## src/rtl/qac_pkg.sv

```systemverilog
`timescale 1ns/1ps
package qac_pkg;

    // Acquisition sequencer phases.
    typedef enum logic [2:0] {
        ST_IDLE,   // waiting for run
        ST_CONV,   // conversion-start strobe high
        ST_WAIT,   // conversion time
        ST_SHIFT,  // chip select low, bits moving
        ST_GAP     // frame done, holding for the period
    } seq_state_e;

endpackage

```

## src/rtl/qac_seq.sv

```systemverilog
`timescale 1ns/1ps
// Conversion-start, wait and frame timing for the shared serial lines.
module qac_seq
    import qac_pkg::*;
#(
    parameter int SAMPLE_W = 16,
    parameter int CNT_W    = 16
) (
    input  logic                clk,
    input  logic                rst_n,
    input  logic                run_i,
    input  logic [CNT_W-1:0]    conv_wait_i,
    input  logic [CNT_W-1:0]    frame_period_i,
    input  logic [SAMPLE_W-1:0] cmd_word_i,
    output logic                cnvst_o,
    output logic                cs_n_o,
    output logic                sclk_o,
    output logic                mosi_o,
    output logic                cap_o,
    output logic                done_o
);

    localparam int             BW      = $clog2(SAMPLE_W);
    localparam logic [BW-1:0]  LAST_BIT = BW'(SAMPLE_W - 1);
    localparam logic [CNT_W-1:0] ONE_C  = CNT_W'(1);

    typedef struct packed {
        seq_state_e          st;
        logic                cnvst;
        logic                cs_n;
        logic                sclk;
        logic [SAMPLE_W-1:0] tx;
        logic [BW-1:0]       bitc;
        logic [CNT_W-1:0]    wcnt;
        logic [CNT_W-1:0]    per;
    } seq_t;

    localparam seq_t SEQ_RST = '{st: ST_IDLE, cnvst: 1'b0, cs_n: 1'b1, sclk: 1'b0,
                                 tx: '0, bitc: '0, wcnt: '0, per: '0};

    seq_t seq_d, seq_q;
    logic period_met;

    assign period_met = ({1'b0, seq_q.per} + (CNT_W+1)'(1)) >= {1'b0, frame_period_i};

    always_comb begin
        seq_d       = seq_q;
        seq_d.cnvst = 1'b0;
        if (seq_q.st != ST_IDLE && seq_q.per != {CNT_W{1'b1}}) begin
            seq_d.per = seq_q.per + ONE_C;
        end
        case (seq_q.st)
            ST_IDLE: begin
                if (run_i) begin
                    seq_d.st    = ST_CONV;
                    seq_d.cnvst = 1'b1;
                    seq_d.per   = '0;
                end
            end
            ST_CONV: begin
                seq_d.st   = ST_WAIT;
                seq_d.wcnt = '0;
            end
            ST_WAIT: begin
                if (seq_q.wcnt == conv_wait_i) begin
                    seq_d.st   = ST_SHIFT;
                    seq_d.cs_n = 1'b0;
                    seq_d.sclk = 1'b0;
                    seq_d.tx   = cmd_word_i;
                    seq_d.bitc = '0;
                end else begin
                    seq_d.wcnt = seq_q.wcnt + ONE_C;
                end
            end
            ST_SHIFT: begin
                if (!seq_q.sclk) begin
                    seq_d.sclk = 1'b1;
                end else begin
                    seq_d.sclk = 1'b0;
                    if (seq_q.bitc == LAST_BIT) begin
                        seq_d.cs_n = 1'b1;
                        seq_d.tx   = '0;
                        seq_d.st   = ST_GAP;
                    end else begin
                        seq_d.tx   = {seq_q.tx[SAMPLE_W-2:0], 1'b0};
                        seq_d.bitc = seq_q.bitc + BW'(1);
                    end
                end
            end
            ST_GAP: begin
                if (!run_i) begin
                    seq_d.st = ST_IDLE;
                end else if (period_met) begin
                    seq_d.st    = ST_CONV;
                    seq_d.cnvst = 1'b1;
                    seq_d.per   = '0;
                end
            end
            default: seq_d = SEQ_RST;
        endcase
    end

    always_ff @(posedge clk or negedge rst_n) begin
        if (!rst_n) begin
            seq_q <= SEQ_RST;
        end else begin
            seq_q <= seq_d;
        end
    end

    assign cnvst_o = seq_q.cnvst;
    assign cs_n_o  = seq_q.cs_n;
    assign sclk_o  = seq_q.sclk;
    assign mosi_o  = seq_q.tx[SAMPLE_W-1];
    assign cap_o   = (seq_q.st == ST_SHIFT) && !seq_q.sclk;
    assign done_o  = (seq_q.st == ST_SHIFT) && seq_q.sclk && (seq_q.bitc == LAST_BIT);

endmodule

```

## src/rtl/qac_deser.sv

```systemverilog
`timescale 1ns/1ps
// Per-channel shift registers, all advanced by one capture strobe.
module qac_deser #(
    parameter int N_CH     = 4,
    parameter int SAMPLE_W = 16
) (
    input  logic                       clk,
    input  logic                       rst_n,
    input  logic                       cap_i,
    input  logic [N_CH-1:0]            miso_i,
    output logic [N_CH*SAMPLE_W-1:0]   word_o
);

    for (genvar c = 0; c < N_CH; c++) begin : g_lane
        logic [SAMPLE_W-1:0] sh_d, sh_q;

        always_comb begin
            sh_d = sh_q;
            if (cap_i) begin
                sh_d = {sh_q[SAMPLE_W-2:0], miso_i[c]};
            end
        end

        always_ff @(posedge clk or negedge rst_n) begin
            if (!rst_n) begin
                sh_q <= '0;
            end else begin
                sh_q <= sh_d;
            end
        end

        assign word_o[c*SAMPLE_W +: SAMPLE_W] = sh_q;
    end

endmodule

```

## src/rtl/qac_pingpong.sv

```systemverilog
`timescale 1ns/1ps
// Two alternating circular buffers with ready and overrun tracking.
module qac_pingpong #(
    parameter int N_CH      = 4,
    parameter int SAMPLE_W  = 16,
    parameter int BUF_DEPTH = 8
) (
    input  logic                                 clk,
    input  logic                                 rst_n,
    input  logic                                 we_i,
    input  logic [N_CH*SAMPLE_W-1:0]             wdata_i,
    input  logic [$clog2(BUF_DEPTH+1)-1:0]       buf_len_i,
    input  logic                                 ack_i,
    input  logic                                 ovr_clr_i,
    input  logic                                 rd_buf_i,
    input  logic [$clog2(BUF_DEPTH)-1:0]         rd_addr_i,
    output logic [N_CH*SAMPLE_W-1:0]             rd_data_o,
    output logic                                 ready_o,
    output logic                                 ready_buf_o,
    output logic                                 overrun_o
);

    localparam int AW = $clog2(BUF_DEPTH);
    localparam int LW = $clog2(BUF_DEPTH + 1);
    localparam int EW = N_CH * SAMPLE_W;
    localparam logic [LW-1:0] FULL_LEN = LW'(BUF_DEPTH);

    typedef struct packed {
        logic          sel;
        logic [AW-1:0] wptr;
        logic          ready;
        logic          rbuf;
        logic          pend;
        logic          ovr;
    } pp_t;

    pp_t pp_d, pp_q;
    logic [EW-1:0] mem_q [2][BUF_DEPTH];
    logic [LW-1:0] eff_len;
    logic [LW-1:0] fill;
    logic          wrap;

    assign eff_len = (buf_len_i == '0 || buf_len_i > FULL_LEN) ? FULL_LEN : buf_len_i;
    assign fill    = LW'(pp_q.wptr) + LW'(1);
    assign wrap    = we_i && (fill >= eff_len);

    always_comb begin
        pp_d       = pp_q;
        pp_d.ready = 1'b0;
        pp_d.pend  = pp_q.pend & ~ack_i;
        pp_d.ovr   = pp_q.ovr & ~ovr_clr_i;
        if (we_i) begin
            if (wrap) begin
                pp_d.wptr  = '0;
                pp_d.sel   = ~pp_q.sel;
                pp_d.ready = 1'b1;
                pp_d.rbuf  = pp_q.sel;
                pp_d.pend  = 1'b1;
                if (pp_q.pend && !ack_i) begin
                    pp_d.ovr = 1'b1;
                end
            end else begin
                pp_d.wptr = pp_q.wptr + AW'(1);
            end
        end
    end

    always_ff @(posedge clk or negedge rst_n) begin
        if (!rst_n) begin
            pp_q <= '0;
        end else begin
            pp_q <= pp_d;
        end
    end

    always_ff @(posedge clk) begin
        if (we_i) begin
            mem_q[pp_q.sel][pp_q.wptr] <= wdata_i;
        end
    end

    assign rd_data_o   = mem_q[rd_buf_i][rd_addr_i];
    assign ready_o     = pp_q.ready;
    assign ready_buf_o = pp_q.rbuf;
    assign overrun_o   = pp_q.ovr;

endmodule

```

## src/rtl/quad_adc_capture.sv

```systemverilog
`timescale 1ns/1ps
// Top: shared-clock serial master capturing four converters into ping-pong buffers.
module quad_adc_capture #(
    parameter int SAMPLE_W  = 16,
    parameter int N_CH      = 4,
    parameter int BUF_DEPTH = 8,
    parameter int CNT_W     = 16
) (
    input  logic                               clk,
    input  logic                               rst_n,
    input  logic                               run_i,
    input  logic [CNT_W-1:0]                   conv_wait_i,
    input  logic [CNT_W-1:0]                   frame_period_i,
    input  logic [SAMPLE_W-1:0]                cmd_word_i,
    input  logic [$clog2(BUF_DEPTH+1)-1:0]     buf_len_i,
    output logic                               cnvst_o,
    output logic                               cs_n_o,
    output logic                               sclk_o,
    output logic                               mosi_o,
    input  logic [N_CH-1:0]                    miso_i,
    output logic                               ready_o,
    output logic                               ready_buf_o,
    input  logic                               ack_i,
    output logic                               overrun_o,
    input  logic                               ovr_clr_i,
    input  logic                               rd_buf_i,
    input  logic [$clog2(BUF_DEPTH)-1:0]       rd_addr_i,
    output logic [N_CH*SAMPLE_W-1:0]           rd_data_o
);

    logic                       cap;
    logic                       done;
    logic [N_CH*SAMPLE_W-1:0]   word;

    qac_seq #(
        .SAMPLE_W (SAMPLE_W),
        .CNT_W    (CNT_W)
    ) u_seq (
        .clk            (clk),
        .rst_n          (rst_n),
        .run_i          (run_i),
        .conv_wait_i    (conv_wait_i),
        .frame_period_i (frame_period_i),
        .cmd_word_i     (cmd_word_i),
        .cnvst_o        (cnvst_o),
        .cs_n_o         (cs_n_o),
        .sclk_o         (sclk_o),
        .mosi_o         (mosi_o),
        .cap_o          (cap),
        .done_o         (done)
    );

    qac_deser #(
        .N_CH     (N_CH),
        .SAMPLE_W (SAMPLE_W)
    ) u_deser (
        .clk    (clk),
        .rst_n  (rst_n),
        .cap_i  (cap),
        .miso_i (miso_i),
        .word_o (word)
    );

    qac_pingpong #(
        .N_CH      (N_CH),
        .SAMPLE_W  (SAMPLE_W),
        .BUF_DEPTH (BUF_DEPTH)
    ) u_buf (
        .clk         (clk),
        .rst_n       (rst_n),
        .we_i        (done),
        .wdata_i     (word),
        .buf_len_i   (buf_len_i),
        .ack_i       (ack_i),
        .ovr_clr_i   (ovr_clr_i),
        .rd_buf_i    (rd_buf_i),
        .rd_addr_i   (rd_addr_i),
        .rd_data_o   (rd_data_o),
        .ready_o     (ready_o),
        .ready_buf_o (ready_buf_o),
        .overrun_o   (overrun_o)
    );

endmodule

```

## config.mk

```make
export PLATFORM = sky130hd
export DESIGN_NAME = quad_adc_capture
export DESIGN_NICKNAME = d
export VERILOG_FILES = /design/src/rtl/qac_pkg.sv /design/src/rtl/qac_seq.sv /design/src/rtl/qac_deser.sv /design/src/rtl/qac_pingpong.sv /design/src/rtl/quad_adc_capture.sv
export SDC_FILE = /design/constraint.sdc
export NUM_CORES = 1
export LEC_CHECK = 0
export BUFFER_PORTS_ARGS = -buffer_cell sky130_fd_sc_hd__buf_2
export CAP_MARGIN = 30
export CORE_MARGIN = 3
export CORE_UTILIZATION = 41
export CTS_CLUSTER_SIZE = 28
export DETAILED_ROUTE_END_ITERATION = 7
export HOLD_SLACK_MARGIN = 0.06
export PLACE_DENSITY = 0.52
export SETUP_SLACK_MARGIN = 0.2
export SLEW_MARGIN = 15
export SYNTH_ARGS = -nofsm -noshare
export SYNTH_HDL_FRONTEND = slang
export SYNTH_SLANG_ARGS = --single-unit
```

## constraint.sdc

```tcl
create_clock -name clk -period 7.2 [get_ports clk]
set_clock_uncertainty 0.1 [all_clocks]
set_input_delay 0.36 -clock clk [delete_from_list [all_inputs] [get_ports clk]]
set_output_delay 0.36 -clock clk [all_outputs]
set_load 0.01 [all_outputs]
```

# == Word-level counts from Yosys, hierarchy flattened ==
# Memories as Yosys holds them, arrays and structs flattened.
# Cells that the tools add are included.
# Widths: inputs -> output; s select.
# word_totals
register_bits,130
latch_bits,0
ramBits,1024
rom_bits,0
in_bits,65
elab_cells,113
memories,1
# op_classes
add_sub_neg,6
n_mul,0
n_div,0
order_cmp,6
eq_ne,14
n_shift,0
muxes,36
n_bitwise,9
n_reduce_logical,23
# mem_list
name,words,word_bits,rd,rd_clocked_by_memory_dff,write_ports,line_no,text
u_buf.mem_q,2,512,1,0,1,qac_pingpong.sv:38,logic [EW-1:0] mem_q [2][BUF_DEPTH];
# ops
cell,n
$mux 512,1
$bmux 64 s3,1
$demux 64 s3,1
$mux 64,3
$mux 16,6
$pmux 22 s3,1
$pmux 16 s3,1
$add 16x1->16 const B,2
$pmux 16 s2,1
$mux 4,6
$mux 22,1
$mux 20,1
$add 16x1->17 const B,1
$ge 17x16->1,1
$eq 16x16->1,1
$ne 16x16->1 const B,1
$mux 3,5
$pmux 3 s5,1
$reduce_or 3->1,3
$ge 4x4->1 const B,2
$not 3->4,2
$reduce_and 4->1,2
$logic_and 1x1->1,7
$eq 3x2->1 const B,2
other kinds (24),41

# == Depth between registers and ports, before layout ==
# logic_depth
word_depth,7
ltp_mapped,14
depth_no_buf,13

# == By module ==
# From an unflattened synthesis, not the netlist that was laid out.
# hier_totals
cells_unflattened,2192
hier_area_um2,45237.1
# by_module_without_submodules
module,n_inst,cells_per_inst,area_each_um2,seq_area_each_um2
qac_pingpong,1,1635,38787.2,30949.7
qac_seq,1,422,3771.1,1452.6
qac_deser,1,135,2678.8,1601.5

# == Least setup slack after synthesis ==
# Ideal clock, no wire load.
# synth_path
kind,reg2reg
startpoint,reg u_seq.seq_q[55] in the netlist's numbering
endpoint,mem u_buf.mem_q[0][448] in the netlist's numbering (enable)
setup_time_ns,0.565
arrival_time_ns,5.882
slack_ns,0.653
stages_incl_launch_ff,7
n_path_buf,1
period_less_slack_ns,6.547
path_cell_list,dfrtp_1 > clkbuf_1 > nand3b_1 > nor2_1 > nand2_1 > or3_1 > nor3_1
# synth_via
elab_chain_cells,5
# synth_rtl
element,line_no,text
"start, declared",qac_seq.sv:41,"seq_t seq_d, seq_q;"
"start signal, assigned",qac_seq.sv:107,seq_q <= seq_d;
$eq 3x2->1,qac_seq.sv:116,assign done_o = (seq_q.st == ST_SHIFT) && seq_q.sclk && (seq_q.bitc == LAST_BIT);
$logic_and 1x1->1 (2 in a row),qac_seq.sv:116,
$mux 1,qac_pingpong.sv:77,if (we_i) begin
$mux 512 (implied by the code),qac_pingpong.sv:78,mem_q[pp_q.sel][pp_q.wptr] <= wdata_i;
"end, declared",qac_pingpong.sv:38,
# No other way between the ends.

# == Worst setup path after layout ==
# layout_path
startpoint,reg u_seq.seq_q[57] in the netlist's numbering
endpoint,mem u_buf.mem_q[0][101] in the netlist's numbering (enable)
# The elaborated chain is that of the path after synthesis.

==> qor.csv <==
metric,value,unit
status,"complete, no violations",
cts_buffer_depth,3,
finalCriticalPeriod,3.84,ns
insertion_delay,0.68,ns
drc,0,
final_common_cell,edfxtp_1,
overflow,0,
drt-vias-per-instance,5.56,
timing.final.hold_violations,0,
wl,101000,um
syn_area,44900,um^2
grt_antenna_before_repair,1,
multi_input_area,10500,um^2
place_area,47500,um^2
num_vias,20978,
worst_setup_path_start_kind,flop,
fin_util,0.480,
clkTransAtPathRegs,0.06,ns
wire_per_inst,26.8,um
start_util,0.416,
crit_arrival,4.04,ns
fp.dieW,337,um
ant_nets,0,
yosysUniqueCellTypes,55,
grt_pass1_wl,152000,um
seq_area,34000,um^2
tns,0,ns
syn-num-nets,2131,
final_cells,3774,
fin_crit_sh,0.533,
grt_pass1_vias,22623,
dr.pass1.iters,5,
dieHeight,337,um
dp.cells,3518,
place_ws,3.27,ns
powerDensity,301,nW/um^2
fmax,261,MHz
path_class,reg2reg,
yosysWarnings,0,
cts_sinks,1154,
setup_slack,3.36,ns
num-fill-cells,8759,
worst_pin_slew,1.02,ns
final_cell_mix,"1024 x edfxtp_1, 320 x mux4_2, 130 x buf_2, 129 x dfrtp_1, 124 x clkbuf_16",
cts_buffers,120,
slew_violations,0,
htree_levels,3,
gp_congestion,0.791,
end_kind,flop,
syn_to_final_growth,15.4,%
layout.nets,2354,
core.rowCount,120,
drive_gt1_frac,0.326,
setup_viol_count_final,0,
drv_cap,0,
ys_ff_latch,1154,
ys_async_sr_fraction,0.113,
grt_max_degree,84,
ir_drop,0.194,mV
dpl.hpwl,53500,um
portBuffers,135,
rsz0062_at_grt,no,
final_area,51800,um^2
cp_max_fo,39,
core-area,108000,um^2
synthCells,2042,
max-slew-margin-rel,0.318,
ios,136,
synth_edf_count,1024,
synth.yosys.seq_area_share,0.758,
track_usage,0.182,
hold_class,in2async,
post_cts_resized,0,
cts_root_buf,clkbuf_16,
required,7.41,ns
syn-mean-instance-area,22.0,um^2
dieArea,113000,um^2
synth_top_flop_cell,edfxtp_1,
first_iter_violations,1608,
tritoncts,built,
cellLeakagePower,18.1,nW
## logic make-up after synthesis
group | after synthesis | synth area share
mux | 387 | 0.177
flops | 1154 | 0.758
buf+inv | 126 | 0.0114
xor+xnor | 58 | 0.0113
fa+ha+maj | 24 | 0.00669
compound gates | 86 | 0.0125
simple gates | 207 | 0.0231
## where the power goes
group          leakage (nW)  switching, W  internal, W  total [W]
Combinational          4.58      0.000619     0.000524    0.00114
Clock                  1.96       0.00251      0.00363    0.00614
Sequential             11.6      0.000496      0.00778    0.00828
Total                  18.1       0.00362       0.0119     0.0156
## cell type report
cell class | instances | area share
diodes | 1 | 0.0000483
clock buffers | 158 | 0.0643
clock inverters | 69 | 0.0123
inverters | 22 | 0.00159
multi-input cells | 762 | 0.202
flip-flops and latches | 1154 | 0.657
well taps | 1403 | 0.0339
repair buffers | 205 | 0.0288
## sequential cells by signal, summed over array words and instances, names as in the netlist, 5 cells and up
signal / flops
u_buf.mem_q: 1024
u_deser.g_lane.sh_q: 64
u_seq.seq_q: 54
u_buf.pp_q: 5
## synthesized netlist by cell type, types with 5 or more instances
master    instances  area share
nor4_1            6     0.00084
nand2b_1          9      0.0013
mux2_2           65       0.016
nor3_1           11      0.0012
nor2_1           56      0.0047
nand3_1          18      0.0020
a22oi_1          17      0.0028
clkbuf_1         63      0.0053
dfrtp_1         129       0.072
nand2_1          49      0.0041
inv_1            22      0.0018
xor2_1           49      0.0096
mux4_2          320        0.16
edfxtp_1       1024        0.69
buf_1             9     0.00075
a21o_1            6      0.0010
buf_2            32      0.0036
ha_1             24      0.0067
o21ai_0          34      0.0038
and4_1            6      0.0012
a21oi_1           8     0.00089
xnor2_1           9      0.0018
and3_1           13      0.0018
nand4_1          17      0.0024
nor2b_1           5     0.00070
## stage by stage
stage,hold slack [ns],power [W]
after floorplan,-0.0356,0.00902
after global placement,0.368,0.00950
after detailed placement,0.371,0.00958
after CTS,0.209,0.0158
after global routing,0.272,0.0162
final,0.243,0.0156
## path summary, 6_finish.rpt
kind                       cells after the start                                    end                        start  slack [ns]
setup / recovery                               7          u_buf.mem_q[0][101]$_DFFE_PP_  u_seq.seq_q[57]$_DFFE_PN0P_        3.36
hold reg to reg                                2               u_seq.mosi_o$_DFFE_PN0P_     u_seq.mosi_o$_DFFE_PN0P_        0.38
setup reg to reg                               7          u_buf.mem_q[0][101]$_DFFE_PP_  u_seq.seq_q[57]$_DFFE_PN0P_        3.36
min in group clk                               6              u_buf.pp_q[5]$_DFFE_PN0P_                 buf_len_i[3]        0.27
hold / removal                                 2  u_deser.g_lane[3].sh_q[3]$_DFFE_PN0P_                        rst_n        0.24
max in group asynchronous                      4               u_seq.cs_n_o$_DFFE_PN1P_                        rst_n        5.45
## layer usage
metal  GRT usage  wire length [um]  vias up  share of wire
met1       0.252             44600    11441           0.44
met5           0                 0        -              0
met2       0.307             50900      448           0.50
li1            -                 -     8965              -
met4      0.0433              1730        0          0.017
met3      0.0250              4000      124          0.040
## worst max-delay path: stages, from the launching register on
cell	delay [ns]
dfrtp_1	0.54
nand3b_1	0.39
nor2_1	0.33
nand2_1	0.22
or3_1	0.52
nor2_4	0.12
buf_4	0.44
buf_4	0.76
## what timing repair did
item | CTS | global route
setup endpoints to repair | 0 | 0
hold endpoints to repair | 84 | 0
buffers inserted | 0 | 0
hold buffers | 25 | 0
Power figures use the tool's default switching activity.
